### src/rtl/ppu_pkg.sv
package ppu_pkg;

    localparam int FRAME_W = 32;

    typedef enum logic [3:0] {
        ST_WAIT_BOOT,
        ST_PROBE,
        ST_WAIT_A,
        ST_FLUSH,
        ST_WAIT_B,
        ST_CHECK_A,
        ST_CHECK_B,
        ST_FAULT_CMD,
        ST_FAULT_DATA,
        ST_DONE
    } seq_state_e;

    typedef enum logic [1:0] {
        ERR_NONE    = 2'd0,
        ERR_CHECK_A = 2'd1,
        ERR_CHECK_B = 2'd2,
        ERR_FAULT   = 2'd3
    } fail_e;

    typedef struct packed {
        logic probe_match;
        logic status_pass;
        logic fault_hit;
    } reply_flags_t;

    localparam logic [FRAME_W-1:0] CMD_RATE     = 32'h2000_0000;
    localparam logic [FRAME_W-1:0] OP_READ      = 32'h8000_0000;
    localparam logic [FRAME_W-1:0] PROBE_REPLY  = 32'h0000_0001;
    localparam int                 SELFTEST_BIT = 1;
    localparam int                 PARITY_BIT   = 0;
    localparam int                 ADDR_LSB     = 17;
    localparam logic [7:0]         FAULT_ADDR   = 8'h0A;
    localparam int                 DATA_LSB     = 5;
    localparam int                 FAULT_BITS   = 12;
    localparam logic [1:0]         STATUS_GOOD  = 2'd2;

    function automatic logic [FRAME_W-1:0] with_odd_parity(input logic [FRAME_W-1:0] w);
        logic [FRAME_W-1:0] r;
        r = w;
        if (~^w) r[PARITY_BIT] = 1'b1;
        return r;
    endfunction

    function automatic logic [FRAME_W-1:0] read_cmd(input logic [7:0] addr);
        return with_odd_parity(OP_READ | (FRAME_W'(addr) << ADDR_LSB));
    endfunction

    function automatic logic [FRAME_W-1:0] probe_cmd();
        logic [FRAME_W-1:0] w;
        w = CMD_RATE;
        w[SELFTEST_BIT] = 1'b1;
        w[PARITY_BIT]   = 1'b1;
        return w;
    endfunction

    function automatic logic status_word_ok(input logic [FRAME_W-1:0] w);
        return ((w[7:0] | 8'h01) == 8'hFF) && (w[27:26] == STATUS_GOOD);
    endfunction

endpackage

### src/rtl/ppu_tick_timer.sv
module ppu_tick_timer #(
    parameter int CNT_W = 8
) (
    input  logic             clk,
    input  logic             rst,
    input  logic             clr,
    input  logic             tick,
    input  logic [CNT_W-1:0] limit,
    output logic             expired
);
    logic [CNT_W-1:0] cnt_q;

    assign expired = (cnt_q >= limit);

    always_ff @(posedge clk) begin
        if (rst || clr) begin
            cnt_q <= '0;
        end else if (tick && !expired) begin
            cnt_q <= cnt_q + 1'b1;
        end
    end
endmodule

### src/rtl/ppu_reply_eval.sv
module ppu_reply_eval
    import ppu_pkg::*;
(
    input  logic [FRAME_W-1:0] rsp,
    output reply_flags_t       flags
);
    logic [FAULT_BITS-1:0] fault_field;

    assign fault_field       = rsp[DATA_LSB +: FAULT_BITS];
    assign flags.probe_match = (rsp == PROBE_REPLY);
    assign flags.status_pass = status_word_ok(rsp);
    assign flags.fault_hit   = |fault_field;
endmodule

### src/rtl/ppu_seq_fsm.sv
module ppu_seq_fsm
    import ppu_pkg::*;
(
    input  logic               clk,
    input  logic               rst,
    input  logic               start,
    input  logic               wait_over,
    input  logic               ack,
    input  reply_flags_t       flags,
    output logic               timer_clr,
    output logic               long_wait,
    output logic               req,
    output logic [FRAME_W-1:0] cmd,
    output logic               done,
    output logic               warn,
    output fail_e              fail
);
    seq_state_e state_q, state_d;
    fail_e      fail_q, fail_d;
    logic       warn_q, warn_d;

    always_comb begin
        state_d = state_q;
        fail_d  = fail_q;
        warn_d  = warn_q;
        unique case (state_q)
            ST_WAIT_BOOT:  if (wait_over) state_d = ST_PROBE;
            ST_PROBE:      if (ack) begin
                               state_d = ST_WAIT_A;
                               warn_d  = !flags.probe_match;
                           end
            ST_WAIT_A:     if (wait_over) state_d = ST_FLUSH;
            ST_FLUSH:      if (ack) state_d = ST_WAIT_B;
            ST_WAIT_B:     if (wait_over) state_d = ST_CHECK_A;
            ST_CHECK_A:    if (ack) begin
                               if (flags.status_pass) begin
                                   state_d = ST_CHECK_B;
                               end else begin
                                   state_d = ST_DONE;
                                   fail_d  = ERR_CHECK_A;
                               end
                           end
            ST_CHECK_B:    if (ack) begin
                               if (flags.status_pass) begin
                                   state_d = ST_FAULT_CMD;
                               end else begin
                                   state_d = ST_DONE;
                                   fail_d  = ERR_CHECK_B;
                               end
                           end
            ST_FAULT_CMD:  if (ack) state_d = ST_FAULT_DATA;
            ST_FAULT_DATA: if (ack) begin
                               state_d = ST_DONE;
                               if (flags.fault_hit) fail_d = ERR_FAULT;
                           end
            ST_DONE:       state_d = ST_DONE;
            default:       state_d = ST_WAIT_BOOT;
        endcase
        if (start) begin
            state_d = ST_WAIT_BOOT;
            fail_d  = ERR_NONE;
            warn_d  = 1'b0;
        end
    end

    always_ff @(posedge clk) begin
        if (rst) begin
            state_q <= ST_WAIT_BOOT;
            fail_q  <= ERR_NONE;
            warn_q  <= 1'b0;
        end else begin
            state_q <= state_d;
            fail_q  <= fail_d;
            warn_q  <= warn_d;
        end
    end

    always_comb begin
        req = 1'b1;
        cmd = CMD_RATE;
        unique case (state_q)
            ST_PROBE:      cmd = probe_cmd();
            ST_FLUSH,
            ST_CHECK_A,
            ST_CHECK_B:    cmd = CMD_RATE;
            ST_FAULT_CMD:  cmd = read_cmd(FAULT_ADDR);
            ST_FAULT_DATA: cmd = '0;
            default: begin
                req = 1'b0;
                cmd = '0;
            end
        endcase
    end

    assign timer_clr = start || (state_d != state_q);
    assign long_wait = (state_q == ST_WAIT_BOOT);
    assign done      = (state_q == ST_DONE);
    assign warn      = warn_q;
    assign fail      = fail_q;
endmodule

### src/rtl/powerup_check_seq.sv
module powerup_check_seq
    import ppu_pkg::*;
#(
    parameter int BOOT_WAIT_MS = 100,
    parameter int GAP_WAIT_MS  = 50
) (
    input  logic        clk,
    input  logic        rst,
    input  logic        start,
    input  logic        ms_tick,
    output logic        xfer_req,
    output logic [31:0] xfer_cmd,
    input  logic        xfer_ack,
    input  logic [31:0] xfer_rsp,
    output logic        seq_done,
    output logic        seq_ok,
    output logic        probe_warn,
    output logic [1:0]  fail_code
);
    localparam int MAX_WAIT = (BOOT_WAIT_MS > GAP_WAIT_MS) ? BOOT_WAIT_MS : GAP_WAIT_MS;
    localparam int CNT_W    = $clog2(MAX_WAIT + 1) + 1;

    localparam logic [CNT_W-1:0] BOOT_LIM = CNT_W'(BOOT_WAIT_MS);
    localparam logic [CNT_W-1:0] GAP_LIM  = CNT_W'(GAP_WAIT_MS);

    logic         timer_clr, long_wait, wait_over;
    reply_flags_t flags;
    fail_e        fail;

    ppu_tick_timer #(.CNT_W(CNT_W)) u_timer (
        .clk     (clk),
        .rst     (rst),
        .clr     (timer_clr),
        .tick    (ms_tick),
        .limit   (long_wait ? BOOT_LIM : GAP_LIM),
        .expired (wait_over)
    );

    ppu_reply_eval u_eval (
        .rsp   (xfer_rsp),
        .flags (flags)
    );

    ppu_seq_fsm u_fsm (
        .clk       (clk),
        .rst       (rst),
        .start     (start),
        .wait_over (wait_over),
        .ack       (xfer_ack),
        .flags     (flags),
        .timer_clr (timer_clr),
        .long_wait (long_wait),
        .req       (xfer_req),
        .cmd       (xfer_cmd),
        .done      (seq_done),
        .warn      (probe_warn),
        .fail      (fail)
    );

    assign fail_code = fail;
    assign seq_ok    = seq_done && (fail == ERR_NONE);
endmodule

### config.mk
export PLATFORM = sky130hd
export DESIGN_NAME = powerup_check_seq
export DESIGN_NICKNAME = d
export VERILOG_FILES = /design/src/rtl/ppu_pkg.sv /design/src/rtl/ppu_tick_timer.sv /design/src/rtl/ppu_reply_eval.sv /design/src/rtl/ppu_seq_fsm.sv /design/src/rtl/powerup_check_seq.sv
export SDC_FILE = /design/constraint.sdc
export NUM_CORES = 1
export LEC_CHECK = 0
export ABC_AREA = 1
export CAP_MARGIN = 40
export CORE_MARGIN = 4
export CORE_UTILIZATION = 40
export DETAILED_ROUTE_END_ITERATION = 16
export GPL_TIMING_DRIVEN = 0
export PLACE_DENSITY = 0.76
export SYNTH_ARGS = -nofsm -noshare
export SYNTH_HDL_FRONTEND = slang
export SYNTH_HIERARCHICAL = 1
export SYNTH_SLANG_ARGS = --single-unit
### constraint.sdc
create_clock -name clk -period 4.1 [get_ports clk]
set_input_delay 0.41 -clock clk [delete_from_list [all_inputs] [get_ports clk]]
set_output_delay 0.41 -clock clk [all_outputs]
set_load 0.02 [all_outputs]
==> key figures <==
Status
  – Status: complete, no violations

Worst setup path
  – Worst Setup End Kind: flip-flop
  – Crit path arrival time: 3240 ps
  – Worst R2R Path Depth: 20
  – Worst path required time: 4290 ps
  – CP Launch Type: flip-flop
  – Reg2reg start: u_fsm/state_q[0]
  – R2r endpoint: u_timer/cnt_q[0]
  – FF-to-FF setup slack: 1050 ps
  – Max Fanout on Critical Path: 9
  – Worst Setup Path Type: reg -> reg

Route
  – Initial DRT Pass Iterations: 4
  – DRC viols: 0
  – Drt total wl: 4240 µm
  – DRT iter0 DRCs: 113
  – Routed Antenna Nets: 0
  – Via count: 1940
  – Vias/cell: 4.34
  – DR WL/cell: 9.48 µm

Placement
  – Dpl ws: 1030 ps
  – Post-DP Area: 2430 µm²
  – Detailed placement HPWL: 3710 µm
  – Post-placement cell count: 443
  – GPL Wtd Cong: 0.855
  – # port buffers: 47

Synthesis
  – Synth unique cells: 27
  – Synth top area share: 0.188
  – Ranking of synthesized cells by area: nand2_1 19%, dfxtp_1 17%, buf_4 13%
  – Post-synth top area cell: nand2_1
  – Top FF cell, synth: dfxtp_1
  – Number of synthesized flops with an enable pin: 0
  – Top-count cell post-synth: nand2_1
  – Sequential area share after synthesis: 0.167
  – Synthesized area: 1790 µm²
  – YS warnings: 6
  – Synth top cells by count: 90 x nand2_1, 49 x nor2_1, 46 x inv_1
  – Post-synth ARST share: 0
  – Mapped Avg Cell Area: 5.66 µm²
  – Post-Syn Instances: 317
  – FF+latch count, synth: 15

Power
  – Final Power: 0.382 mW
  – PD cells: 154 nW/µm²
  – Pleak: 1.30 nW
  – IR drop worst, VDD: 0.000195 V

STA
  – Rel. slew slack: 0.650
  – Clk_skew: 3.94 ps
  – Finish-stage setup viols: 0
  – Tcrit/Tclk final: 0.745
  – Slew Limit Fails: 0
  – Fmax: 0.328 GHz
  – WHS: 475 ps
  – Final Hold Fails: 0
  – Final setup margin: 1050 ps
  – RSZ-0062 raised after global routing: no
  – Setup Total Neg Slack: 0 ps
  – Final Critical Period: 3050 ps
  – Worst-Margin Slew: 523 ps

Global routing
  – First-pass GRT wire length: 6930 µm
  – Vias in the first global route: 1738
  – GR Overflow Total: 0
  – Pin count of the biggest net entering global routing: 11
  – Initial antenna violation count: 0
  – Gr usage total: 0.155

Finish
  – Final Cell Area: 2480 µm²
  – Final non-filler cell total: 447
  – Nets: 442
  – Share of layout cells above drive strength 1: 0.154
  – Util after Layout: 0.569
  – Layout area overhead: 38.1%
  – Diode count: 0

Floorplanning
  – I/O pin cnt: 75
  – Core footprint: 4350 µm²
  – Die X: 75.0 µm
  – Die Height: 75.0 µm
  – Initial Util: 0.412
  – DIE AREA: 5620 µm²
  – Num rows: 24

Clock network
  – Post-CTS setup buffers: 0
  – CTS Root Cell: clkbuf_8
  – CTS tree: done
  – Clock transition at path regs: 70 ps
  – Clk_lat worst skew: 250 ps
  – Max Root-Sink Buffers: 2
  – Num CTS Buffers: 3
  – CTS Hold Bufs: 0
  – # H-tree levels: 1
  – Post-CTS resize count: 0
  – Total clock sinks: 15

Min path
  – Hold Startpoint: u_fsm/fail[1]
  – Hold Path Depth: 2
  – Hold Path Sink: u_fsm/fail[1]
  – Hold Path Class: reg -> reg

Job
  – Max-cap violations: 0
==> placed cells by master, fill, tap and decap left out, drive strengths merged, types with 9 or more instances in the layout <==
cell type	count
nand4	12
ha	9
clkdlybuf4s50	47
nand3	17
dfxtp	15
inv	50
conb	30
nor2	63
nand2	94
buf	32
==> cells by family after synthesis <==
kind of cell	count (synthesis)	synth area share
AOI/OAI and AO/OA	15	0.0468
buffers and inverters	83	0.241
other	3	0.00628
DFF	15	0.167
and+or+nand+nor	192	0.475
adders and majority gates	9	0.0628
==> power breakdown <==
group          total [mW]  switching [mW]  leakage, nW  internal (mW)
clock               0.125          0.0577       0.0255         0.0675
sequential          0.148         0.00147        0.121          0.147
combinational       0.108          0.0509         1.15         0.0574
total               0.382           0.110         1.30          0.272
==> worst max-delay path: stages (launching register included) <==
cell     delay [ps]
dfxtp_1         300
buf_4           160
nor2_1          200
nand2_1          90
inv_1           140
inv_1            70
ha_1            280
nand2_1          80
nor2_2          170
nand2_1         210
nand2_1         170
nand3_1          80
nand2_1          70
nor2_1           40
nand3_1          80
nand2_1          70
nand2_1          60
nand3_1          70
nor2_1          430
nand2_1         100
nor2_1          120
==> final cells by class <==
| class | instances | area (µm²) |
|---|---|---|
| buffer | 32 | 241 |
| timing repair buffer | 47 | 470 |
| tap | 52 | 65.1 |
| inverter | 51 | 191 |
| clock inverter | 1 | 5.00 |
| clock buffer | 3 | 41.3 |
| fill | 440 | 1880 |
| multi-input combinational | 246 | 1160 |
| sequential | 15 | 300 |
==> flip-flops by register name, summed over array words and instances, names as in the netlist <==
name and cells:
u_fsm/warn 1, u_timer/cnt_q 8, u_fsm/fail 2, u_fsm/state_q 4
==> metal layers <==
layer,track usage,share of wire,vias up
li1,-,-,1074
met1,0.163,0.40,812
met2,0.302,0.54,48
met3,0.0360,0.051,6
met4,0.0435,0.011,0
met5,0,0,-
==> how the worst max path moves through the flow <==
stage,start,to,slack [ps],depth (start not counted)
after global placement,u_fsm/state_q[0],u_timer/cnt_q[4],1050,22
after CTS,u_fsm/state_q[0],u_timer/cnt_q[0],990,20
after floorplan,u_fsm/state_q[0],u_timer/cnt_q[4],1580,20
after detailed placement,u_fsm/state_q[0],u_timer/cnt_q[0],1030,20
final,u_fsm/state_q[0],u_timer/cnt_q[0],1050,20
after global routing,u_fsm/state_q[0],u_timer/cnt_q[0],570,22
Note: power is estimated with default switching activity, not from simulation.
